**src/rtl/pulse_osc_timer.sv**
```systemverilog
module pulse_osc_timer #(
  parameter int CNT_W = 16
) (
  input  logic             clk,
  input  logic             rst,
  input  logic             run_en,
  input  logic             run_en_n,
  input  logic             trig_rise,
  input  logic             trig_fall,
  input  logic             retrig,
  input  logic [CNT_W-1:0] period,
  output logic             q,
  output logic             q_n,
  output logic             osc
);

  localparam logic [CNT_W-1:0] ONE = CNT_W'(1);
  localparam logic [CNT_W-1:0] MIN_N = CNT_W'(2);

  typedef enum logic [1:0] {ST_IDLE, ST_PULSE, ST_RUN} state_t;

  state_t st;
  logic [CNT_W-1:0] ph, nlat;
  logic rise_d, fall_d, retrig_d;

  wire free_run   = run_en | ~run_en_n;
  wire rise_evt   = trig_rise & ~rise_d;
  wire fall_evt   = ~trig_fall & fall_d;
  wire fire       = rise_evt | fall_evt;
  wire retrig_evt = rise_evt & retrig & ~retrig_d;
  wire [CNT_W-1:0] n_eff = (period < MIN_N) ? MIN_N : period;
  wire [CNT_W-1:0] half  = nlat >> 1;
  wire last = (ph == nlat - ONE);

  assign q_n = ~q;

  always_ff @(posedge clk) begin
    rise_d   <= trig_rise;
    fall_d   <= trig_fall;
    retrig_d <= retrig;
    if (rst) begin
      st   <= ST_IDLE;
      q    <= 1'b0;
      osc  <= 1'b0;
      ph   <= '0;
      nlat <= MIN_N;
    end else if (free_run && st != ST_RUN) begin
      st   <= ST_RUN;
      q    <= 1'b1;
      osc  <= 1'b1;
      ph   <= '0;
      nlat <= n_eff;
    end else if (!free_run && st == ST_RUN) begin
      st  <= ST_IDLE;
      q   <= 1'b0;
      osc <= 1'b0;
      ph  <= '0;
    end else begin
      case (st)
        ST_IDLE: begin
          if (fire) begin
            st   <= ST_PULSE;
            q    <= 1'b1;
            ph   <= '0;
            nlat <= n_eff;
          end
        end
        ST_PULSE: begin
          if (retrig_evt) begin
            ph   <= '0;
            nlat <= n_eff;
          end else if (last) begin
            st <= ST_IDLE;
            q  <= 1'b0;
            ph <= '0;
          end else begin
            ph <= ph + ONE;
          end
        end
        ST_RUN: begin
          if (last) begin
            ph   <= '0;
            q    <= ~q;
            osc  <= 1'b1;
            nlat <= n_eff;
          end else begin
            ph <= ph + ONE;
            if (ph + ONE == half) osc <= 1'b0;
          end
        end
        default: begin
          st <= ST_IDLE;
          q  <= 1'b0;
        end
      endcase
    end
  end

  a_r1_reset_idle: assert property (@(posedge clk) rst |=> (!q && !osc));

  a_r3_start: assert property (@(posedge clk) disable iff (rst)
    (st == ST_IDLE && !free_run && fire) |=> q);

  a_r6_hold: assert property (@(posedge clk) disable iff (rst)
    (st == ST_PULSE && !free_run && !retrig_evt && !last) |=> q);

  a_r7_restart: assert property (@(posedge clk) disable iff (rst)
    (st == ST_PULSE && !free_run && retrig_evt) |=> (q && ph == '0));

  a_r10_osc_rise: assert property (@(posedge clk) disable iff (rst)
    (st == ST_RUN && free_run && last) |=> (osc && q != $past(q)));

  a_r11_stop: assert property (@(posedge clk) disable iff (rst)
    (st == ST_RUN && !free_run) |=> (!q && !osc));

  a_r12_min_count: assert property (@(posedge clk) disable iff (rst)
    (st != ST_IDLE) |-> (nlat >= MIN_N));

endmodule

```
**config.mk**
```make
export PLATFORM = sky130hd
export DESIGN_NAME = pulse_osc_timer
export DESIGN_NICKNAME = d
export VERILOG_FILES = /design/src/rtl/pulse_osc_timer.sv
export SDC_FILE = /design/constraint.sdc
export NUM_CORES = 1
export LEC_CHECK = 0
export BUFFER_PORTS_ARGS = -buffer_cell sky130_fd_sc_hd__clkbuf_2
export CELL_PAD_IN_SITES_DETAIL_PLACEMENT = 0
export CELL_PAD_IN_SITES_GLOBAL_PLACEMENT = 1
export CORE_MARGIN = 5
export CORE_UTILIZATION = 25
export DETAILED_ROUTE_END_ITERATION = 6
export PLACE_DENSITY_LB_ADDON = 0.1
export RECOVER_POWER = 50
export SYNTH_ARGS = -nofsm -noshare
export SYNTH_HDL_FRONTEND = slang
export SYNTH_SLANG_ARGS = --single-unit
```
**constraint.sdc**
```tcl
create_clock -name clk -period 2.35 [get_ports clk]
set_input_delay 0.1175 -clock clk [delete_from_list [all_inputs] [get_ports clk]]
set_output_delay 0.1175 -clock clk [all_outputs]
set_load 0.02 [all_outputs]
```
==> out/metrics.csv, run 1 <==
metric;value;unit
# DRC;0;
ant diodes;0;
CTS buffer count;5;
PD cells;567;mW/mm²
fin crit share;1.05;
fin crit period;2.46;ns
max_slew headroom;0.603;
Max-cap violations;0;
share of layout cells above drive strength 1;0.368;
Die X;123;µm
Synth cell types;61;
grt total ovfl;0;
Max Root-Sink Buffers;2;
Commonest cells post-synth;dfxtp_1 (39), nand3_1 (30), xnor2_1 (27);
design area;0.00444;mm²
sink of the worst hold path;nlat[3];
PnR worst setup slack;-0.110;ns
WP data arrival;2.64;ns
Worst R2R Path Depth;10;
IO Port Bufs;25;
final net count;507;
Slew Limit Fails;0;
CP max stage delay;0.33;ns
Main synth FF type;dfxtp_1;
TritonCTS clock tree;built;
Clock Tree Root;clkbuf_16;
WL/cell;17.2;µm
Critical Path RT;2.53;ns
largest net degree at the start of global routing;30;
final RePlAce weighted congestion;0.821;
worst slew pin tran;0.594;ns
peak supply drop;0.000238;V
Core Region;0.0125;mm²
Tot GR Track Use;0.156;
full die area;0.0150;mm²
failing checks;negative setup slack;
worst skew pair latency;0.29;ns
Starting Density;0.253;
maximum operating frequency;407;MHz
number of vias per cell;5.03;
R2R Setup Slk;-0.11;ns
P_leak;1.59;nW
RSZ-0062 raised after global routing;true;
crit path buf inv count;2;
IO Count;26;
Routed Antenna Nets;0;
Worst path top cell family by delay;compound AO/OA/AOI/OAI gates;
Hold Crit Start;period[3];
CTS H-tree depth;2;
synthesized area per cell;8.05;µm²
via count;3252;
synth warn;0;
Critical Path Fanout Max;5;
CP endpoint kind;flop;
Post-DP Area;0.00390;mm²
status;finished with violations;
asr flop ratio synth;0;
worst path cell trace;inv_2, ha_4, nor3b_4, and4b_1, o211a_1, o2111ai_4, buf_6, o31ai_4, nand4b_1, o31a_1;
endpoints failing setup;36;
syn nets;425;
dpl hpwl;8.12;mm
CP Class;flop to flop;
number of flops mapped to enable cells by yosys;0;
Synth area leader;dfxtp_1;
first-pass GRT wire length;18.0;mm
Syn Std Cell Area;0.00317;mm²
RR Startpoint;nlat[1];
Min-Delay Path Class;input pin to flop;
number of global-route vias before repair;3334;
Critical Path Start Type;flop;
DR pass1 iterations;4;
area delta synth->final;39.8;%
Hold Violations, Final;0;
Synth Instances;394;
Min-Delay Path Depth;3;
initial antenna violation count;0;
clk slew on worst S/H paths;0.05;ns
Tot Pwr;2.51;mW
cell with the most instances after synthesis;dfxtp_1;
WL final;11.1;mm
Std-Cell Rows;41;
Seq/Total Area, Yosys;0.246;
Critical R2R Capture;nlat[1];
Yosys top cell area share;0.246;
slowest stage cell, crit path;dfxtp_2;
worst clock skew;0.00307;ns
1st-iter DRT viols;138;
Die Span Y;123;µm
Seq cells post-synth;39;
top cells by area, synth;dfxtp_1 (25%), xnor2_1 (7.5%), nand3_1 (4.7%), a21oi_1 (4.1%), a311oi_1 (3.9%);
clock sink count;39;
cells by family (layout without fill, tap and decap cells):
family          Yosys count  count (layout)  share of synthesized area
compound gates          111             111                      0.263
xor+xnor                 41              41                      0.113
fa+ha+maj                 8               8                     0.0315
buf+inv                  55             133                     0.0789
flops                    39              39                      0.246
mux                       1               1                    0.00315
simple gates            139             142                      0.265
worst max-delay path by stage:
stage / start / to / slack (ns) / cells after the start
floorplan: nlat[0] / st[1] / 0.006 / 10
global placement: nlat[0] / st[1] / -0.17 / 9
detailed placement: nlat[0] / st[1] / -0.15 / 9
CTS: nlat[1] / nlat[1] / -0.12 / 10
global route: nlat[1] / nlat[15] / -0.24 / 11
finish: nlat[1] / nlat[1] / -0.11 / 10
power breakdown:
| part | internal (mW) | total [mW] | leakage (nW) | switching, mW |
|---|---|---|---|---|
| clock network | 0.382 | 0.655 | 0.0628 | 0.273 |
| logic | 0.498 | 1.09 | 1.20 | 0.592 |
| registers | 0.713 | 0.770 | 0.320 | 0.0569 |
| total | 1.59 | 2.51 | 1.59 | 0.922 |
flip-flops by register name, indices dropped and copies added, names as in the netlist:
register,cells
ph,16
q,1
st,2
nlat,16
osc,1
fall_d,1
retrig_d,1
rise_d,1
through the flow:
step / std cells / TNS (ns) / utilization / setup WS [ns] / hold WS, ns
6_report: 647 / -2.26 / 0.354 / -0.110 / 0.0775
5_1_grt: 647 / -7.21 / 0.354 / -0.243 / 0.0847
4_1_cts: 640 / -2.70 / 0.342 / -0.124 / 0.0753
3_5_place_dp: 624 / -3.72 / 0.312 / -0.146 / 0.234
3_3_place_gp: 624 / -2.90 / 0.312 / -0.174 / 0.233
2_1_floorplan: 394 / 0 / - / 0.00566 / 0.145
layer usage:
layer / GRT usage / up-vias / wire length [µm]
met1: 0.204 / 1572 / 5240
met4: 0.0476 / 0 / 138
li1: - / 1632 / -
met3: 0.0221 / 8 / 298
met2: 0.264 / 40 / 5430
met5: 0 / - / 0
worst reg2reg max path, cell delays in order, from the launching register on:
cell	delay, ns
dfxtp_2	0.33
inv_2	0.07
ha_4	0.14
nor3b_4	0.29
and4b_1	0.27
o211a_1	0.23
o2111ai_4	0.15
buf_6	0.17
o31ai_4	0.34
nand4b_1	0.22
o31a_1	0.15
cell type report:
| type | instances | area [µm²] |
|---|---|---|
| clock buffer | 6 | 129 |
| inverter | 19 | 71.3 |
| fill | 1351 | 8080 |
| tap | 172 | 215 |
| sequential | 39 | 785 |
| timing repair buffer | 108 | 811 |
| multi-input combinational | 303 | 2430 |
timing repair:
action,4_1_cts,5_1_grt
hold endpoints to repair,3,0
pin swaps,55,27
hold buffers,3,0
cloned,3,0
endpoints found under the setup margin,36,36
buffers inserted,4,8
resized for setup,37,27
cell usage in the layout, fill, tap and decap left out, types with 5 or more instances in the layout:
cell type / instances
nand3_2: 13
clkbuf_16: 5
xnor2_1: 25
nor4_1: 10
clkbuf_2: 22
nor3_1: 5
o211ai_1: 6
nand3b_1: 5
nand3_1: 16
xor2_1: 14
buf_6: 9
buf_4: 69
nand4_1: 8
nand2b_1: 5
a21oi_2: 10
a311oi_1: 14
nand2_1: 19
a31oi_1: 10
ha_1: 7
o21ai_1: 5
nor2_1: 21
o21ai_0: 13
inv_1: 17
a21oi_1: 16
dfxtp_1: 36
(Power assumes the default switching activity.)
==> run 2, diff against run 1 <==
- SKIP_LAST_GASP: default -> 1
==> out/metrics.csv, run 2 (same netlist as run 1, synthesis figures left out) <==
metric;value;unit;change
status;finished with violations;;
failing checks;negative setup slack;;
DR pass1 iterations;5;;+1
TritonCTS clock tree;built;;
Die X;123;µm;unchanged
Post-DP Area;0.00390;mm²;unchanged
IO Count;26;;unchanged
share of layout cells above drive strength 1;0.363;;-0.00498
dpl hpwl;8.12;mm;unchanged
fillers;1356;;+0.37%
WP data arrival;2.62;ns;-0.02 ns
Slew Limit Fails;0;;unchanged
endpoints failing setup;35;;-2.8%
first-pass GRT wire length;18.0;mm;+0.12%
Starting Density;0.253;;unchanged
Min-Delay Path Class;input pin to flop;;
IO Port Bufs;25;;unchanged
PnR worst setup slack;-0.0994;ns;+0.0102 ns
fin crit period;2.45;ns;-0.0102 ns
fin crit share;1.04;;-0.00434
RSZ-0062 raised after global routing;true;;
post-route insts no fill;648;;+0.15%
WL/cell;17.2;µm;+0.21%
WL final;11.1;mm;+0.36%
full die area;0.0150;mm²;unchanged
number of vias per cell;5.06;;+0.71%
ant diodes;0;;unchanged
most frequent cells in the layout;buf_4 (72), dfxtp_1 (37), xnor2_1 (25), nor2_1 (22), clkbuf_2 (22);;
commonest non-fill, non-tap cell in the layout;buf_4;;
Critical Path Start Type;flop;;
Hold Violations, Final;0;;unchanged
max_slew headroom;0.596;;-0.00771
P_leak;1.59;nW;about the same
Max Root-Sink Buffers;2;;unchanged
slowest stage cell, crit path;or3_4;;
Core Region;0.0125;mm²;unchanged
clk slew on worst S/H paths;0.06;ns;about the same
area delta synth->final;39.6;%;
Die Span Y;123;µm;unchanged
final RePlAce weighted congestion;0.821;;unchanged
crit path buf inv count;2;;unchanged
maximum operating frequency;408;MHz;+0.42%
pre-CTS WS;-0.146;ns;unchanged
peak supply drop;0.000236;V;-0.44%
initial antenna violation count;0;;unchanged
Max-cap violations;0;;unchanged
Critical Path RT;2.52;ns;about the same
1st-iter DRT viols;172;;+25%
biggest regs;nlat (16), ph (16), st (2);;
CP Class;flop to flop;;
clock sink count;39;;unchanged
PD cells;567;mW/mm²;about the same
CTS H-tree depth;2;;unchanged
Std-Cell Rows;41;;unchanged
worst slew pin tran;0.605;ns;+0.0115 ns
# DRC;0;;unchanged
Tot GR Track Use;0.156;;about the same
grt total ovfl;0;;unchanged
CTS buffer count;5;;unchanged
placed insts;624;;unchanged
number of global-route vias before repair;3341;;+0.21%
worst path cell trace;inv_2, ha_4, nor3b_4, a21oi_2, nor4_4, nand4_4, buf_4, or3_4, a31oi_1, a311oi_1;;
worst clock skew;0.00278;ns;-0.000291 ns
Clock Tree Root;clkbuf_16;;
Routed Antenna Nets;0;;unchanged
final net count;508;;+0.20%
Worst path top cell family by delay;simple AND/OR/NAND/NOR gates;;
design area;0.00443;mm²;-0.20%
total negative slack;-2.22;ns;+0.0365 ns
largest net degree at the start of global routing;30;;unchanged
CP max stage delay;0.41;ns;+0.08 ns
hold slack;0.0773;ns;-0.000192 ns
CP endpoint kind;flop;;
worst skew pair latency;0.29;ns;about the same
Critical Path Fanout Max;8;;+3
via count;3280;;+0.86%
[run 2: changes by cell type in the layout (fill, tap and decap cells not counted), sizes merged]
cell | previous run | this run
buf | 80 | 81
[run 2: worst min-delay path: cells and delay by family]
| kind | cells | cell delay, ns |
|---|---|---|
| AOI/OAI and AO/OA | 1 | 0.04 |
| and+or+nand+nor | 1 | 0.07 |
| buffers and inverters | 1 | 0.09 |
[run 2: where the power goes]
| group | switching, mW | internal, mW |
|---|---|---|
| Combinational | 0.591 | 0.493 |
| Clock | 0.273 | 0.382 |
| Sequential | 0.0563 | 0.713 |
[run 2: timing repair]
| item | in CTS | in global routing |
|---|---|---|
| hold buffers | 3 | 0 |
| buffers inserted | 4 | 8 |
| pin swaps | 53 | 28 |
| gates cloned | 3 | 0 |
| hold endpoints to repair | 3 | 0 |
| setup endpoints to repair | 36 | 36 |
| resized for setup | 36 | 23 |
[run 2: final cells by class]
cell class | instances | area [µm²] | area share
multi-input cells | 303 | 2420 | 0.546
repair buffers | 109 | 811 | 0.183
flip-flops and latches | 39 | 783 | 0.177
well taps | 172 | 215 | 0.0486
clock buffers | 6 | 129 | 0.0291
inverters | 19 | 71.3 | 0.0161
[run 2: worst paths after layout]
check        cells after the start  slack, ns       from       to
max                             10       -0.1    nlat[1]   ph[12]
min                              3       0.08  period[3]  nlat[3]
max reg2reg                     10       -0.1    nlat[1]   ph[12]
min reg2reg                      2       0.52          q        q
[run 2: per-stage QoR]
stage,util,power [mW]
finish,0.354,2.51
detailed placement,0.312,1.70
global route,0.354,2.66
floorplan,-,1.33
CTS,0.342,2.48
global placement,0.312,1.70
[run 2: routing by layer]
| metal | GRT usage | wire, µm | vias to the layer above |
|---|---|---|---|
| li1 | - | - | 1636 |
| met1 | 0.204 | 5210 | 1575 |
| met2 | 0.263 | 5380 | 55 |
| met3 | 0.0226 | 355 | 14 |
| met4 | 0.0497 | 199 | 0 |
| met5 | 0 | 0 | - |
==> run 3, diff against run 2 <==
- ABC_AREA: default -> 1
- SKIP_CTS_REPAIR_TIMING: default -> 1
==> out/metrics.csv, run 3 <==
metric;value;unit;change
status;complete, no violations;;
Slew Limit Fails;0;;unchanged
clock sink count;39;;unchanged
combinational power share;0.376;;-0.056
1st-iter DRT viols;217;;+26%
largest net degree at the start of global routing;20;;-33%
top cells by area, synth;dfxtp_1 (24%), nand2_1 (19%), nand3_1 (7.2%), inv_1 (6.9%), nor2_1 (6.0%);;
most frequent cells in the layout;nand2_1 (161), inv_1 (58), nor2_1 (49), nand3_1 (46), buf_4 (37);;
Max Root-Sink Buffers;2;;unchanged
Hold Violations, Final;0;;unchanged
internal power;1.62;mW;+2.1%
Top cell by count, worst path;nand2_4;;
IO Port Bufs;25;;unchanged
initial antenna violation count;1;;+1
CTS buffer count;5;;unchanged
Seq/Total Area, Yosys;0.244;;-0.00173
syn nets;551;;+30%
Core Region;0.0126;mm²;+0.41%
Multi-input gate area;0.00212;mm²;-12%
Die Span Y;123;µm;+0.33%
share of layout cells above drive strength 1;0.190;;-0.173
ant diodes;0;;unchanged
full die area;0.0151;mm²;+0.65%
WL final;11.5;mm;+3.3%
WL/cell;15.4;µm;-11%
# DRC;0;;unchanged
WP data arrival;2.38;ns;-0.24 ns
Sw Pwr;1.01;mW;+9.9%
DR pass1 iterations;5;;unchanged
Critical Path Start Type;flop;;
commonest non-fill, non-tap cell in the layout;nand2_1;;
max_slew headroom;0.743;;+0.147
Yosys top cell area share;0.244;;-0.00173
worst slew pin tran;0.385;ns;-0.220 ns
fin crit period;2.20;ns;-0.247 ns
Starting Density;0.254;;+0.000757
PnR worst setup slack;0.147;ns;+0.247 ns
Routed Antenna Nets;0;;unchanged
P_leak;1.75;nW;+11%
Min-Delay Path Depth;3;;unchanged
cell with the most instances after synthesis;nand2_1;;
number of vias per cell;4.59;;-9.3%
Commonest cells post-synth;nand2_1 (161), inv_1 (59), nor2_1 (51);;
Post-DP Area;0.00373;mm²;-4.5%
TritonCTS clock tree;built;;
Seq cells post-synth;39;;unchanged
worst skew pair latency;0.29;ns;about the same
slowest stage cell, crit path;dfxtp_1;;
Reg power frac;0.312;;+0.005
maximum operating frequency;454;MHz;+11%
Synth cell types;36;;-41%
fin crit share;0.937;;-0.105
worst clock skew;0.00386;ns;+0.00107 ns
Synth Instances;520;;+32%
clk slew on worst S/H paths;0.06;ns;about the same
dpl hpwl;9.40;mm;+16%
Clock Power Share;0.312;;+0.051
Syn Std Cell Area;0.00320;mm²;+0.71%
area delta synth->final;24.5;%;
worst path cell trace;inv_2, ha_4, xnor2_1, xor2_1, nand3_1, nor3_4, nand2_2, nand2_4, nand2_4, o21ai_0, buf_4, a21oi_1;;
CP endpoint kind;flop;;
number of flops mapped to enable cells by yosys;0;;unchanged
Std-Cell Rows;41;;unchanged
Critical Path RT;2.53;ns;about the same
Synth area leader;dfxtp_1;;
synthesized area per cell;6.15;µm²;-24%
Worst R2R Path Depth;12;;+2
first-pass GRT wire length;18.4;mm;+2.1%
asr flop ratio synth;0;;unchanged
design area;0.00398;mm²;-10%
Max-cap violations;0;;unchanged
number of global-route vias before repair;3384;;+1.3%
peak supply drop;0.000274;V;+16%
R2R Setup Slk;0.15;ns;+0.25 ns
grt total ovfl;0;;unchanged
Die X;123;µm;+0.33%
Clock Tree Root;clkbuf_16;;
synth warn;0;;unchanged
Critical Path Fanout Max;13;;+5
Main synth FF type;dfxtp_1;;
endpoints failing setup;0;;-100%
via count;3445;;+5.0%
pre-CTS WS;-0.0160;ns;+0.130 ns
CP Class;flop to flop;;
biggest regs;nlat (16), ph (16), st (2);;
final net count;608;;+20%
fillers;1395;;+2.9%
PD cells;662;mW/mm²;+17%
Register Area;786;µm²;+0.32%
hold slack;0.0774;ns;+0.000116 ns
final RePlAce weighted congestion;0.820;;-0.16%
sw frac;0.384;;+0.0174
Min-Delay Path Class;input pin to flop;;
CP max stage delay;0.40;ns;about the same
IO Count;26;;unchanged
Tot GR Track Use;0.161;;+0.00478
CTS H-tree depth;2;;unchanged
-- run 3: cell count changes after synthesis, sizes merged, moves of 8 or more --
cell | before | now
nor2 | 22 | 64
nand3 | 30 | 48
nand2 | 19 | 172
a31oi | 13 | 0
xnor2 | 27 | 10
nor4 | 14 | 3
a21oi | 26 | 34
inv | 19 | 63
a311oi | 14 | 0
clkbuf | 18 | 7
buf | 18 | 9
-- run 3: logic make-up (layout without fill, tap and decap cells) --
| kind of cell | count (synthesis) | in the layout | synth area share |
|---|---|---|---|
| AND/OR/NAND/NOR | 312 | 312 | 0.451 |
| XOR/XNOR | 19 | 19 | 0.0607 |
| adder cells (fa/ha/maj) | 8 | 8 | 0.0313 |
| flip-flops | 39 | 39 | 0.244 |
| buffers and inverters | 79 | 137 | 0.103 |
| AO/OA/AOI/OAI | 63 | 63 | 0.110 |
-- run 3: path summary, 6_finish.rpt --
kind | startpoint | to
setup reg to reg | nlat[1] | nlat[6]
hold / removal | period[2] | nlat[2]
hold reg to reg | osc | osc
setup / recovery | nlat[1] | nlat[6]
-- run 3: cell type report --
cell class                      count  share of cell area
Clock inverter                      2             0.00881
Multi-Input combinational cell    402               0.534
Timing Repair Buffer               66               0.111
Clock buffer                        6              0.0349
Inverter                           63              0.0594
Sequential cell                    39               0.197
Tap cell                          172              0.0541
-- run 3: worst max-delay path: cells and delay by family (launching register included) --
| kind | cells | cell delay, ns |
|---|---|---|
| buf+inv | 2 | 0.23 |
| xor+xnor | 2 | 0.45 |
| fa+ha+maj | 1 | 0.18 |
| flops | 1 | 0.40 |
| compound gates | 2 | 0.21 |
| simple gates | 5 | 0.63 |
-- run 3: through the flow --
step	utilization	power (mW)	setup TNS, ns	std cells
after global routing	0.317	2.82	-0.0127	750
after floorplan	-	1.45	0	520
after CTS	0.310	2.64	-0.105	747
after detailed placement	0.297	1.79	-0.0374	739
final	0.317	2.63	0	750
after global placement	0.297	1.81	-0.104	739
-- run 3: per-layer routing --
metal  wire, µm  share of wire  track usage
met5         13         0.0011            0
met4        190          0.016       0.0443
met3        555          0.048       0.0302
met2       5150           0.45        0.262
met1       5600           0.49        0.217
-- run 3: power by group through the flow --
stage / sequential, mW / clock (mW) / combinational [mW]
2_1_floorplan: 0.798 / 0 / 0.649
3_3_place_gp: 0.829 / 0 / 0.976
3_5_place_dp: 0.825 / 0 / 0.969
4_1_cts: 0.810 / 0.853 / 0.973
5_1_grt: 0.831 / 0.889 / 1.10
6_report: 0.822 / 0.821 / 0.990
